### config.mk
export PLATFORM = sky130hd
export DESIGN_NAME = irq_route_ctrl
export DESIGN_NICKNAME = d
export VERILOG_FILES = /design/src/rtl/irq_route_pkg.sv /design/src/rtl/irq_sync.sv /design/src/rtl/irq_regs.sv /design/src/rtl/irq_route_matrix.sv /design/src/rtl/irq_route_ctrl.sv
export SDC_FILE = /design/constraint.sdc
export NUM_CORES = 1
export LEC_CHECK = 0
export BUFFER_PORTS_ARGS = -buffer_cell sky130_fd_sc_hd__buf_2
export CORE_MARGIN = 2
export CORE_UTILIZATION = 35
export CTS_BUF_LIST = sky130_fd_sc_hd__clkbuf_16
export DETAILED_ROUTE_END_ITERATION = 7
export GPL_TIMING_DRIVEN = 0
export PLACE_DENSITY = 0.57
export SYNTH_ARGS = -nofsm -noshare
export SYNTH_HDL_FRONTEND = slang
export SYNTH_SLANG_ARGS = --single-unit
### constraint.sdc
create_clock -name clk_i -period 5.35 [get_ports clk_i]
set_input_delay 0.2675 -clock clk_i [delete_from_list [all_inputs] [get_ports clk_i]]
set_output_delay 0.2675 -clock clk_i [all_outputs]
set_load 0.005 [all_outputs]
### src/rtl/irq_route_pkg.sv
package irq_route_pkg;
  localparam int NUM_IN      = 32;
  localparam int NUM_OUT     = 15;
  localparam int CODE_W      = 4;
  localparam int DATA_W      = 32;
  localparam int ADDR_W      = 8;
  localparam int SYNC_STAGES = 2;
  localparam int FIELDS_PER_WORD = DATA_W / CODE_W;
  localparam int NUM_ROUTE_WORDS = NUM_IN / FIELDS_PER_WORD;
  localparam int WORD_MASK   = 0;
  localparam int WORD_STATUS = 1;
  localparam int WORD_ROUTE0 = 2;
endpackage

### src/rtl/irq_sync.sv
module irq_sync #(
  parameter int WIDTH  = 32,
  parameter int STAGES = 2
) (
  input  logic             clk_i,
  input  logic             rst_ni,
  input  logic [WIDTH-1:0] d_i,
  output logic [WIDTH-1:0] q_o
);
  logic [WIDTH-1:0] stage_q [STAGES];

  always_ff @(posedge clk_i or negedge rst_ni) begin
    if (!rst_ni) begin
      for (int s = 0; s < STAGES; s++) stage_q[s] <= '0;
    end else begin
      stage_q[0] <= d_i;
      for (int s = 1; s < STAGES; s++) stage_q[s] <= stage_q[s-1];
    end
  end

  assign q_o = stage_q[STAGES-1];
endmodule

### src/rtl/irq_regs.sv
module irq_regs
  import irq_route_pkg::*;
#(
  parameter int N_IN   = NUM_IN,
  parameter int C_W    = CODE_W,
  parameter int D_W    = DATA_W,
  parameter int A_W    = ADDR_W
) (
  input  logic                      clk_i,
  input  logic                      rst_ni,
  input  logic                      req_i,
  input  logic                      we_i,
  input  logic [A_W-1:0]            addr_i,
  input  logic [D_W-1:0]            wdata_i,
  input  logic [N_IN-1:0]           status_i,
  output logic [D_W-1:0]            rdata_o,
  output logic [N_IN-1:0]           mask_o,
  output logic [N_IN-1:0][C_W-1:0]  route_o
);
  localparam int FPW    = D_W / C_W;
  localparam int NWORDS = N_IN / FPW;
  localparam int WORD_W = A_W - 2;

  logic [WORD_W-1:0] word_idx;
  logic              wr_en, rd_en;
  logic [N_IN-1:0]   mask_q;
  logic [D_W-1:0]    rd_val, rdata_q;

  assign word_idx = addr_i[A_W-1:2];
  assign wr_en    = req_i & we_i;
  assign rd_en    = req_i & ~we_i;

  always_ff @(posedge clk_i or negedge rst_ni) begin
    if (!rst_ni) mask_q <= '0;
    else if (wr_en && word_idx == WORD_W'(WORD_MASK)) mask_q <= wdata_i[N_IN-1:0];
  end

  // group g (inputs g*FPW..) sits in the word counted from the top: reversed packing
  for (genvar g = 0; g < NWORDS; g++) begin : g_grp
    localparam logic [WORD_W-1:0] GRP_WORD = WORD_W'(WORD_ROUTE0 + NWORDS - 1 - g);
    logic [FPW-1:0][C_W-1:0] grp_q;
    always_ff @(posedge clk_i or negedge rst_ni) begin
      if (!rst_ni) grp_q <= '0;
      else if (wr_en && word_idx == GRP_WORD) grp_q <= wdata_i;
    end
    assign route_o[g*FPW +: FPW] = grp_q;
  end

  always_comb begin
    rd_val = '0;
    if (word_idx == WORD_W'(WORD_MASK))   rd_val[N_IN-1:0] = mask_q;
    if (word_idx == WORD_W'(WORD_STATUS)) rd_val[N_IN-1:0] = status_i;
    for (int g = 0; g < NWORDS; g++)
      if (word_idx == WORD_W'(WORD_ROUTE0 + NWORDS - 1 - g)) rd_val = route_o[g*FPW +: FPW];
  end

  always_ff @(posedge clk_i or negedge rst_ni) begin
    if (!rst_ni)    rdata_q <= '0;
    else if (rd_en) rdata_q <= rd_val;
  end

  assign rdata_o = rdata_q;
  assign mask_o  = mask_q;
endmodule

### src/rtl/irq_route_matrix.sv
module irq_route_matrix
  import irq_route_pkg::*;
#(
  parameter int N_IN  = NUM_IN,
  parameter int N_OUT = NUM_OUT,
  parameter int C_W   = CODE_W
) (
  input  logic [N_IN-1:0]          level_i,
  input  logic [N_IN-1:0]          mask_i,
  input  logic [N_IN-1:0][C_W-1:0] route_i,
  output logic [N_OUT-1:0]         irq_o
);
  for (genvar k = 0; k < N_OUT; k++) begin : g_out
    logic [N_IN-1:0] hit;
    for (genvar n = 0; n < N_IN; n++) begin : g_in
      assign hit[n] = level_i[n] & mask_i[n] & (route_i[n] == C_W'(k + 1));
    end
    assign irq_o[k] = |hit;
  end
endmodule

### src/rtl/irq_route_ctrl.sv
module irq_route_ctrl
  import irq_route_pkg::*;
(
  input  logic              clk_i,
  input  logic              rst_ni,
  input  logic [NUM_IN-1:0] irq_i,
  input  logic              req_i,
  input  logic              we_i,
  input  logic [ADDR_W-1:0] addr_i,
  input  logic [DATA_W-1:0] wdata_i,
  output logic [DATA_W-1:0] rdata_o,
  output logic [NUM_OUT-1:0] irq_o
);
  logic [NUM_IN-1:0]             status_q;
  logic [NUM_IN-1:0]             mask_q;
  logic [NUM_IN-1:0][CODE_W-1:0] route_q;

  irq_sync #(.WIDTH(NUM_IN), .STAGES(SYNC_STAGES)) u_sync (
    .clk_i (clk_i),
    .rst_ni(rst_ni),
    .d_i   (irq_i),
    .q_o   (status_q)
  );

  irq_regs u_regs (
    .clk_i   (clk_i),
    .rst_ni  (rst_ni),
    .req_i   (req_i),
    .we_i    (we_i),
    .addr_i  (addr_i),
    .wdata_i (wdata_i),
    .status_i(status_q),
    .rdata_o (rdata_o),
    .mask_o  (mask_q),
    .route_o (route_q)
  );

  irq_route_matrix u_matrix (
    .level_i(status_q),
    .mask_i (mask_q),
    .route_i(route_q),
    .irq_o  (irq_o)
  );
endmodule

==> out/summary.json, run 1 <==
{
  "worst_hold_slack_ps": 6.46,
  "first_global_vias": 14800,
  "cap_viol_max_count": 0,
  "route.vias.total": 15700,
  "final_antenna_net_count": 0,
  "crit_required_ps": 5080,
  "design.die.area_um2": 43600,
  "timing.final.crit_share": 0.746,
  "cts_hold_buffers": 39,
  "cellLeakagePower_uw": 0.00695,
  "cts_buf_count": 28,
  "crit_path_start_kind": "register",
  "final-max-slew-violation-count": 0,
  "io_buffers": 119,
  "fmax_mhz": 250,
  "outcome": "completed",
  "fp.coreArea_um2": 41100,
  "post_synth_main_area_contributors": "sky130_fd_sc_hd__dfrtp_1 (44%), sky130_fd_sc_hd__mux2_2 (15%), sky130_fd_sc_hd__o22ai_1 (6.6%)",
  "grt_first_pass_wirelength_um": 123000,
  "final_setup_fails": 0,
  "vias_per_cell": 7.05,
  "fin_nets": 1744,
  "post_dp_cell_area_um2": 16000,
  "initial_utilization": 0.357,
  "routed_wire_length_per_instance_um": 41.1,
  "layout.cell_area.non_filler_um2": 17300,
  "timing_worst_setup_path_type": "reg2out",
  "fillers": 4088,
  "multiInputGateArea_um2": 7910,
  "rsz0062_at_grt": "no",
  "grt_remaining_overflow": 0,
  "first_iter_violations": 2353,
  "floorplan.rows": 74,
  "synthCells": 1478,
  "die_h_um": 209,
  "ys.warnings.count": 0,
  "clock_sink_count": 256,
  "layout.area.seq_um2": 6410,
  "hpwlAfterDp_um": 74200,
  "power_density_nw_per_um2": 291,
  "synth_cell_type_count": 41,
  "area_growth_syn_to_layout_pct": 18.0,
  "post_route_cells_drive_above_1_share": 0.213,
  "max_slew.worst_pin.slew_ps": 1480,
  "synth_top_cell_area_share": 0.437,
  "clock_tree_from_tritoncts": "built",
  "critical_path.most_common_cell": "sky130_fd_sc_hd__nor4_1",
  "synth_nets": 1554,
  "hold_path.class": "in2reg",
  "synth_area_um2": 14700,
  "drc_errors": 0,
  "timing.final.hold_violations": 0,
  "wirelength_um": 91300,
  "clk_latency_ps": 590,
  "timing.critical_path.to_type": "output pin",
  "grt_antenna_before_repair": 5,
  "syn-mean-instance-area_um2": 9.92,
  "grt_use_total": 0.411,
  "synth-seq-area-share": 0.437,
  "cts-htree-levels": 1,
  "clockBufferDepth": 3,
  "worst_slew_margin_rel": 0.0105,
  "finalWeightedCongestion": 1.05,
  "io_pins": 123,
  "post-route-min-period_ps": 3990,
  "timing.critical_path.cells": "nand2b_1 > nor4_1 > nor4_1 > nand3_1 > or3_1 > buf_2",
  "layout_skew_ps": 26.5,
  "postSynthRegisterBits": 256,
  "detailedRoute.firstPassIterationCount": 5,
  "cts.reportedPaths.clkPinSlew_ps": 60,
  "postCtsSetupRepairBufs": 0,
  "critPathSlowestCell": "sky130_fd_sc_hd__nor4_1",
  "cts_resized": 0,
  "grt_start_max_net_pins": 116,
  "critPathMaxStageDelay_ps": 830,
  "die_w_um": 209,
  "setup_total_negative_slack_ps": 0,
  "power.ir.vdd_worst_v": 0.000310,
  "worst-path-max-fanout": 8,
  "synth_top_area_cell": "sky130_fd_sc_hd__dfrtp_1",
  "crit_arrival_ps": 3730,
  "root_buffer_selected_by_cts": "sky130_fd_sc_hd__clkbuf_16"
}
per-stage QoR:
stage,utilization,setup slack (ps),std cells,power [µW]
after global placement,0.387,-499,2129,3050
after floorplan,-,3080,1478,2610
after global routing,0.421,1480,2221,5160
after detailed placement,0.389,2110,2131,3070
after CTS,0.421,1520,2221,5020
final,0.421,1360,2223,5030
cell usage in the layout, fill, tap and decap left out, drive strengths merged, types with 29 or more instances in the layout:
cell type	count
a21oi	64
dlygate4sd3	39
nand3	75
nor4	126
a22oi	32
mux2	192
o22ai	154
nand4	47
nand2	69
dfrtp	256
clkbuf	108
a22o	32
nand4b	66
buf	125
nor3	101
nand2b	65
nor2	29
report_power, final:
part	switching, µW	total, µW	internal [µW]
clock	829	1930	1100
combinational	427	697	270
sequential	314	2400	2090
synthesized netlist by cell type:
cell	instances
sky130_fd_sc_hd__or3_1	11
sky130_fd_sc_hd__o22a_1	1
sky130_fd_sc_hd__nand4b_1	65
sky130_fd_sc_hd__nor4b_1	2
sky130_fd_sc_hd__a22oi_1	32
sky130_fd_sc_hd__o21a_1	1
sky130_fd_sc_hd__nor4_4	1
sky130_fd_sc_hd__buf_1	3
sky130_fd_sc_hd__a21oi_1	64
sky130_fd_sc_hd__or2b_1	1
sky130_fd_sc_hd__or2_2	1
sky130_fd_sc_hd__buf_2	1
sky130_fd_sc_hd__nand4_1	47
sky130_fd_sc_hd__nand3b_1	1
sky130_fd_sc_hd__nor2_1	29
sky130_fd_sc_hd__nor3_1	101
sky130_fd_sc_hd__and4_1	2
sky130_fd_sc_hd__o31ai_1	1
sky130_fd_sc_hd__or4_1	19
sky130_fd_sc_hd__and4b_1	1
sky130_fd_sc_hd__nand3_1	75
sky130_fd_sc_hd__o32ai_1	20
sky130_fd_sc_hd__or2b_2	1
sky130_fd_sc_hd__nor2b_1	2
sky130_fd_sc_hd__inv_1	9
sky130_fd_sc_hd__and3_1	2
sky130_fd_sc_hd__nand2b_1	65
sky130_fd_sc_hd__clkbuf_1	80
sky130_fd_sc_hd__o22ai_1	154
sky130_fd_sc_hd__dfrtp_1	256
sky130_fd_sc_hd__nand2_1	69
sky130_fd_sc_hd__nand4bb_1	3
sky130_fd_sc_hd__mux2_2	192
sky130_fd_sc_hd__o32a_1	2
sky130_fd_sc_hd__nand4b_2	1
sky130_fd_sc_hd__nor4_1	125
sky130_fd_sc_hd__a22o_1	32
sky130_fd_sc_hd__a211o_1	1
sky130_fd_sc_hd__o21ai_0	3
sky130_fd_sc_hd__a311oi_1	1
sky130_fd_sc_hd__nor3b_1	1
registers in the layout (all words and copies together) (netlist names):
| name | flops |
|---|---|
| u_regs.route_o | 128 |
| u_regs.mask_o | 32 |
| u_regs.rdata_o | 32 |
| u_sync.q_o | 32 |
| u_sync.stage_q | 32 |
area by class of cell:
type | count | share of cell area
Timing Repair Buffer | 160 | 0.0608
Tap cell | 532 | 0.0385
Clock buffer | 28 | 0.0405
Sequential cell | 256 | 0.370
Antenna cell | 2 | 0.000289
Buffer | 84 | 0.0183
Clock inverter | 23 | 0.0122
Multi-Input combinational cell | 1129 | 0.457
Inverter | 9 | 0.00195
per-layer routing:
| metal | track usage | wire length (µm) |
|---|---|---|
| met5 | 0 | 16 |
| met4 | 0.260 | 7050 |
| met3 | 0.0857 | 8950 |
| met2 | 0.624 | 39300 |
| met1 | 0.534 | 36000 |
kinds of logic (layout without fill, tap and decap cells):
| kind of cell | count (synthesis) | in the layout | share of synthesized area |
|---|---|---|---|
| AND/OR/NAND/NOR | 625 | 625 | 0.252 |
| flip-flops | 256 | 256 | 0.437 |
| AO/OA/AOI/OAI | 312 | 312 | 0.140 |
| buffers and inverters | 93 | 304 | 0.0239 |
| other | 0 | 2 | 0 |
| multiplexers | 192 | 192 | 0.147 |
path summary, 6_finish.rpt:
| kind | start | endpoint | slack [ps] | cells past startpoint |
|---|---|---|---|---|
| min reg2reg | u_sync.stage_q[33]$_DFF_PN0_ | u_sync.q_o[1]$_DFF_PN0_ | 350 | 0 |
| min in group asynchronous | rst_ni | u_regs.route_o[22]$_DFFE_PN0P_ | 150 | 2 |
| max | u_regs.route_o[29]$_DFFE_PN0P_ | irq_o[0] | 1360 | 6 |
| min | wdata_i[0] | u_regs.route_o[0]$_DFFE_PN0P_ | 6 | 2 |
| max reg2reg | u_regs.route_o[0]$_DFFE_PN0P_ | u_regs.rdata_o[0]$_DFFE_PN0P_ | 3470 | 4 |
| max in group asynchronous | rst_ni | u_regs.route_o[11]$_DFFE_PN0P_ | 4260 | 3 |
worst max-delay path: cells and delay by family (launching register included):
kind / cells / cell delay, ps
buffers and inverters: 1 / 160
AND/OR/NAND/NOR: 5 / 2210
flip-flops: 1 / 750
Note: power is estimated with default switching activity, not from simulation.
==> run 2, diff against run 1 <==
Clock period 5.35 ns to 3.7 ns, I/O delays scaled along.
==> run 2 against run 1 <==
- the run now ends with negative hold slack, max-capacitance violations, max-slew violations, negative setup slack left
- via count increased by 0.51%
- sequential power up 45%
- clock skew is 0.69 ps lower
- critical path depth is the same
- sequential share of layout area shrank 0.44 points
- flip-flop and latch count unchanged
- total power up 45%
- non-clock buffer count up 17
- count of clock-buffer cells in the layout is the same
- die area stayed put
- global-route usage grew 0.12 points
- core utilization grew 0.51 points
- critical path type unchanged
- critical endpoint is now irq_o[5]
- highest routed layer unchanged
==> out/summary.json, run 2 (same netlist as run 1, synthesis figures left out) <==
{
  "outcome": "finished, violations left",
  "violations": "negative hold slack, max-capacitance violations, max-slew violations, negative setup slack",
  "worst-path-max-fanout": 8,
  "detailedRoute.firstPassIterationCount": 6,
  "min_path_cells": 2,
  "design.die.area_um2": 43600,
  "max_slew.worst_pin.slew_ps": 1540,
  "root_buffer_selected_by_cts": "sky130_fd_sc_hd__clkbuf_16",
  "largest_register_ffs": 128,
  "postLayoutCoreUtil": 0.426,
  "crit_required_ps": 3510,
  "first_iter_violations": 2292,
  "power_density_nw_per_um2": 416,
  "fmax_mhz": 270,
  "die_w_um": 209,
  "io_buffers": 119,
  "rr_worst_depth": 4,
  "crit_arrival_ps": 3520,
  "routed_wire_length_per_instance_um": 40.8,
  "critPathSlowestCell": "sky130_fd_sc_hd__nor4_1",
  "floorplan.rows": 74,
  "area_growth_syn_to_layout_pct": 19.4,
  "grt_first_pass_wirelength_um": 123000,
  "final_critical_path_setup_slack_ps": -4.71,
  "mostFrequentLayoutCells": "sky130_fd_sc_hd__dfrtp_1 (256), sky130_fd_sc_hd__mux2_2 (192), sky130_fd_sc_hd__o22ai_1 (154)",
  "final_setup_fails": 1,
  "finalWeightedCongestion": 1.05,
  "timing.critical_path.cells": "nand4b_1 > o22ai_1 > nor4_1 > nand4_1 > or3_1 > buf_2",
  "route.vias.total": 15700,
  "power.ir.vdd_worst_v": 0.000448,
  "wirelength_um": 91400,
  "grt_start_max_net_pins": 116,
  "layout.area.seq_um2": 6410,
  "grt_use_total": 0.412,
  "rsz0062_at_grt": "no",
  "cts_buf_count": 28,
  "final-max-slew-violation-count": 11,
  "final_antenna_net_count": 0,
  "finalNonFillerCells": 2242,
  "critPathMaxStageDelay_ps": 870,
  "placed_cells_incl_taps": 2131,
  "cts-htree-levels": 1,
  "multiInputGateArea_um2": 7920,
  "cap_viol_max_count": 1,
  "io_pins": 123,
  "worst_hold_slack_ps": -8.16,
  "cts.reportedPaths.clkPinSlew_ps": 60,
  "initial_utilization": 0.357,
  "grt_antenna_before_repair": 5,
  "clockBufferDepth": 3,
  "clk_latency_ps": 590,
  "fillers": 4070,
  "layout.cell_area.non_filler_um2": 17500,
  "cellLeakagePower_uw": 0.00704,
  "die_h_um": 209,
  "timing.final.crit_share": 1.00,
  "grt_remaining_overflow": 0,
  "layout_skew_ps": 25.8,
  "hpwlAfterDp_um": 74200,
  "timing.reg2reg.setup_slack_ps": 1920,
  "timing.critical_path.to_type": "output pin",
  "fin_nets": 1761,
  "drc_errors": 0,
  "post_route_cells_drive_above_1_share": 0.212,
  "first_global_vias": 15000,
  "vias_per_cell": 7.02,
  "worst_slew_margin_rel": -0.0261,
  "clock_tree_from_tritoncts": "built",
  "timing.final.hold_violations": 4,
  "fp.coreArea_um2": 41100,
  "post-route-min-period_ps": 3700,
  "post_dp_cell_area_um2": 16000,
  "crit_path_start_kind": "register",
  "clock_sink_count": 256,
  "layout_commonest_cell": "sky130_fd_sc_hd__dfrtp_1",
  "hold_path.class": "in2reg",
  "timing_worst_setup_path_type": "reg2out"
}
[run 2: timing repair]
action / CTS / global route
buffers inserted: 0 / 0
setup endpoints to repair: 2 / 4
pin swaps: 0 / 1
resized for setup: 1 / 2
endpoints found under the hold margin: 406 / 0
hold buffers: 59 / 0
[run 2: metrics by stage]
step / total power, µW / setup WS [ps] / setup TNS [ps]
CTS: 7270 / 69.6 / 0
detailed placement: 4440 / 539 / 0
floorplan: 3780 / 1510 / 0
global route: 7480 / 24.9 / 0
finish: 7280 / -4.71 / -4.71
global placement: 4410 / -2070 / -519340
[run 2: layout make-up]
type                       count  area share
antenna                        4    0.000572
buffer                        81      0.0175
clock buffer                  28      0.0400
clock inverter                23      0.0120
inverter                       9     0.00193
multi-input combinational   1129       0.452
sequential                   256       0.366
tap                          532      0.0380
timing repair buffer         180      0.0715
[run 2: path summary, 6_finish.rpt]
| path | start | end |
|---|---|---|
| min in group asynchronous | rst_ni | u_regs.route_o[22]$_DFFE_PN0P_ |
| max | u_regs.route_o[119]$_DFFE_PN0P_ | irq_o[5] |
| max in group asynchronous | rst_ni | u_regs.route_o[11]$_DFFE_PN0P_ |
| min | wdata_i[20] | u_regs.route_o[52]$_DFFE_PN0P_ |
| min reg2reg | u_sync.stage_q[33]$_DFF_PN0_ | u_sync.q_o[1]$_DFF_PN0_ |
| max reg2reg | u_regs.route_o[0]$_DFFE_PN0P_ | u_regs.rdata_o[0]$_DFFE_PN0P_ |
[run 2: worst max-delay path: cells and delay by family, from the launching register on]
kind | cells | cell delay (ps)
buffers and inverters | 1 | 150
DFF | 1 | 600
and+or+nand+nor | 4 | 1900
AOI/OAI and AO/OA | 1 | 280
[run 2: power breakdown]
part / switching, µW / total [µW] / leakage [µW] / internal (µW)
Sequential: 472 / 3490 / 0.00331 / 3020
Clock: 1200 / 2790 / 0.000467 / 1590
Combinational: 604 / 1010 / 0.00326 / 404
Total: 2270 / 7280 / 0.00704 / 5010
[run 2: per-layer routing]
metal	share of wire	GRT usage	vias to the layer above
met2	0.43	0.633	1097
li1	-	-	6367
met5	0.00015	0	-
met4	0.076	0.248	2
met1	0.40	0.538	8011
met3	0.094	0.0809	267
==> run 3, diff against run 2 <==
Settings changed: CTS_CLUSTER_DIAMETER set to 150, PLACE_DENSITY 0.57 to 0.56.
==> run 3 against run 2 <==
- wire length decreased by 2.2%
- largest cell class unchanged
- sequential power hardly changed
- the run ends with max-capacitance violations, max-slew violations left
- highest routed layer unchanged
- worst hold slack improved by 17 ps
- critical path type unchanged
==> out/summary.json, run 3 (same netlist as run 1, synthesis figures left out) <==
{
  "outcome": "finished, violations left",
  "violations": "max-capacitance violations, max-slew violations",
  "rsz0062_at_grt": "no",
  "timing.final.crit_share": 0.976,
  "routed_wire_length_per_instance_um": 40.1,
  "io_pins": 123,
  "layout_skew_ps": 10.4,
  "worst-path-max-fanout": 9,
  "cts-htree-levels": 1,
  "post-route-min-period_ps": 3610,
  "timing.critical_path.cells": "clkbuf_1 > nand2b_1 > o22ai_1 > nor4_1 > nand4_1 > or3_1 > buf_2",
  "detailedRoute.firstPassIterationCount": 6,
  "crit_arrival_ps": 3430,
  "power.ir.vdd_worst_v": 0.000394,
  "cts_resized": 0,
  "postLayoutCoreUtil": 0.421,
  "fin_nets": 1754,
  "first_iter_violations": 1932,
  "cellLeakagePower_uw": 0.00695,
  "buffering_stage_count_on_the_worst_path_with_inverters_included": 2,
  "clk_latency_ps": 570,
  "fmax_mhz": 277,
  "final_antenna_net_count": 0,
  "final-max-slew-violation-count": 11,
  "initial_utilization": 0.357,
  "clock_sink_count": 256,
  "layout_commonest_cell": "sky130_fd_sc_hd__dfrtp_1",
  "cts_buf_count": 27,
  "grt_start_max_net_pins": 121,
  "grt_use_total": 0.403,
  "min_path_cells": 2,
  "crit_required_ps": 3510,
  "cap_viol_max_count": 1,
  "die_h_um": 209,
  "drc_errors": 0,
  "power_density_nw_per_um2": 403,
  "first_global_vias": 14800,
  "timing.critical_path.to_type": "output pin",
  "grt_remaining_overflow": 0,
  "path_delay_family": "simple AND/OR/NAND/NOR gates",
  "crit_path_start_kind": "register",
  "die_w_um": 209,
  "root_buffer_selected_by_cts": "sky130_fd_sc_hd__clkbuf_16",
  "timing.final.hold_violations": 0,
  "io_buffers": 119,
  "fp.coreArea_um2": 41100,
  "max_slew.worst_pin.slew_ps": 1630,
  "grt_antenna_before_repair": 3,
  "cts.reportedPaths.clkPinSlew_ps": 60,
  "design.die.area_um2": 43600,
  "route.vias.total": 15500,
  "rr_worst_depth": 5,
  "critPathSlowestCell": "sky130_fd_sc_hd__clkbuf_1",
  "clock_tree_from_tritoncts": "built",
  "final_setup_fails": 0,
  "mostFrequentLayoutCells": "sky130_fd_sc_hd__dfrtp_1 (256), sky130_fd_sc_hd__mux2_2 (192), sky130_fd_sc_hd__o22ai_1 (154)",
  "worst_hold_slack_ps": 9.08,
  "area_growth_syn_to_layout_pct": 17.9,
  "largest_register_ffs": 128,
  "hold_path.class": "in2reg",
  "wirelength_um": 89500,
  "cell_depth_of_the_worst_setup_path": 7,
  "fillers": 4124,
  "clockBufferDepth": 3,
  "post_route_cells_drive_above_1_share": 0.206,
  "grt_first_pass_wirelength_um": 121000,
  "critPathMaxStageDelay_ps": 620,
  "floorplan.rows": 74,
  "worst_slew_margin_rel": -0.0869,
  "hpwlAfterDp_um": 72600,
  "vias_per_cell": 6.96,
  "finalWeightedCongestion": 1.07,
  "timing_worst_setup_path_type": "reg2out"
}
==> run 3: layout make-up <==
cell class | count | area (µm²) | share of cell area
timing repair buffer | 172 | 1170 | 0.0677
antenna | 1 | 2.50 | 0.000145
buffer | 83 | 313 | 0.0181
tap | 532 | 666 | 0.0385
clock buffer | 27 | 676 | 0.0391
sequential | 256 | 6410 | 0.370
inverter | 9 | 33.8 | 0.00195
clock inverter | 21 | 120 | 0.00694
multi-input combinational | 1129 | 7910 | 0.457
==> run 3: worst paths after layout <==
path                                                startpoint                              to  slack [ps]
worst max-delay path            u_regs.route_o[27]$_DFFE_PN0P_                        irq_o[4]          90
worst max register to register  u_regs.route_o[18]$_DFFE_PN0P_  u_regs.rdata_o[18]$_DFFE_PN0P_        1920
worst min register to register    u_sync.stage_q[63]$_DFF_PN0_        u_sync.q_o[31]$_DFF_PN0_         340
min in group asynchronous                               rst_ni   u_regs.mask_o[28]$_DFFE_PN0P_          80
max in group asynchronous                               rst_ni  u_regs.route_o[10]$_DFFE_PN0P_        2680
worst min-delay path                               wdata_i[22]  u_regs.route_o[86]$_DFFE_PN0P_           9
==> run 3: repair_timing <==
item                                    CTS  global route
hold buffers                             51             0
setup buffers                             0             0
endpoints found under the setup margin    0             1
endpoints found under the hold margin   376             0
==> run 3: power by group <==
part           leakage [µW]  internal, µW  switching (µW)
combinational       0.00323           398             607
sequential          0.00331          3020             446
clock              0.000411          1380            1120
total               0.00695          4800            2180
==> run 3: routing by layer <==
metal  vias up  wire length, µm  global-route usage
li1       6337                -                   -
met1      7888            36500               0.540
met3       250             8070              0.0702
met5         -               11                   0
met2      1050            38500               0.614
met4         2             6410               0.235
==> run 3: worst register-to-register path, delay by kind of cell (launching register included) <==
kind | cells | cell delay, ps
AO/OA/AOI/OAI | 3 | 450
multiplexers | 1 | 440
buffers and inverters | 1 | 400
flip-flops | 1 | 360
==> run 3: stage by stage <==
step / instances / TNS [ps] / setup slack (ps) / total power [µW] / instance area (µm²)
2_1_floorplan: 1478 / 0 / 1510 / 3780 / 14700
3_3_place_gp: 2129 / -527230 / -2110 / 4400 / 15900
3_5_place_dp: 2131 / 0 / 524 / 4420 / 16000
4_1_cts: 2230 / 0 / 163 / 6970 / 17300
5_1_grt: 2229 / 0 / 78.6 / 7180 / 17300
6_report: 2230 / 0 / 88.2 / 6970 / 17300
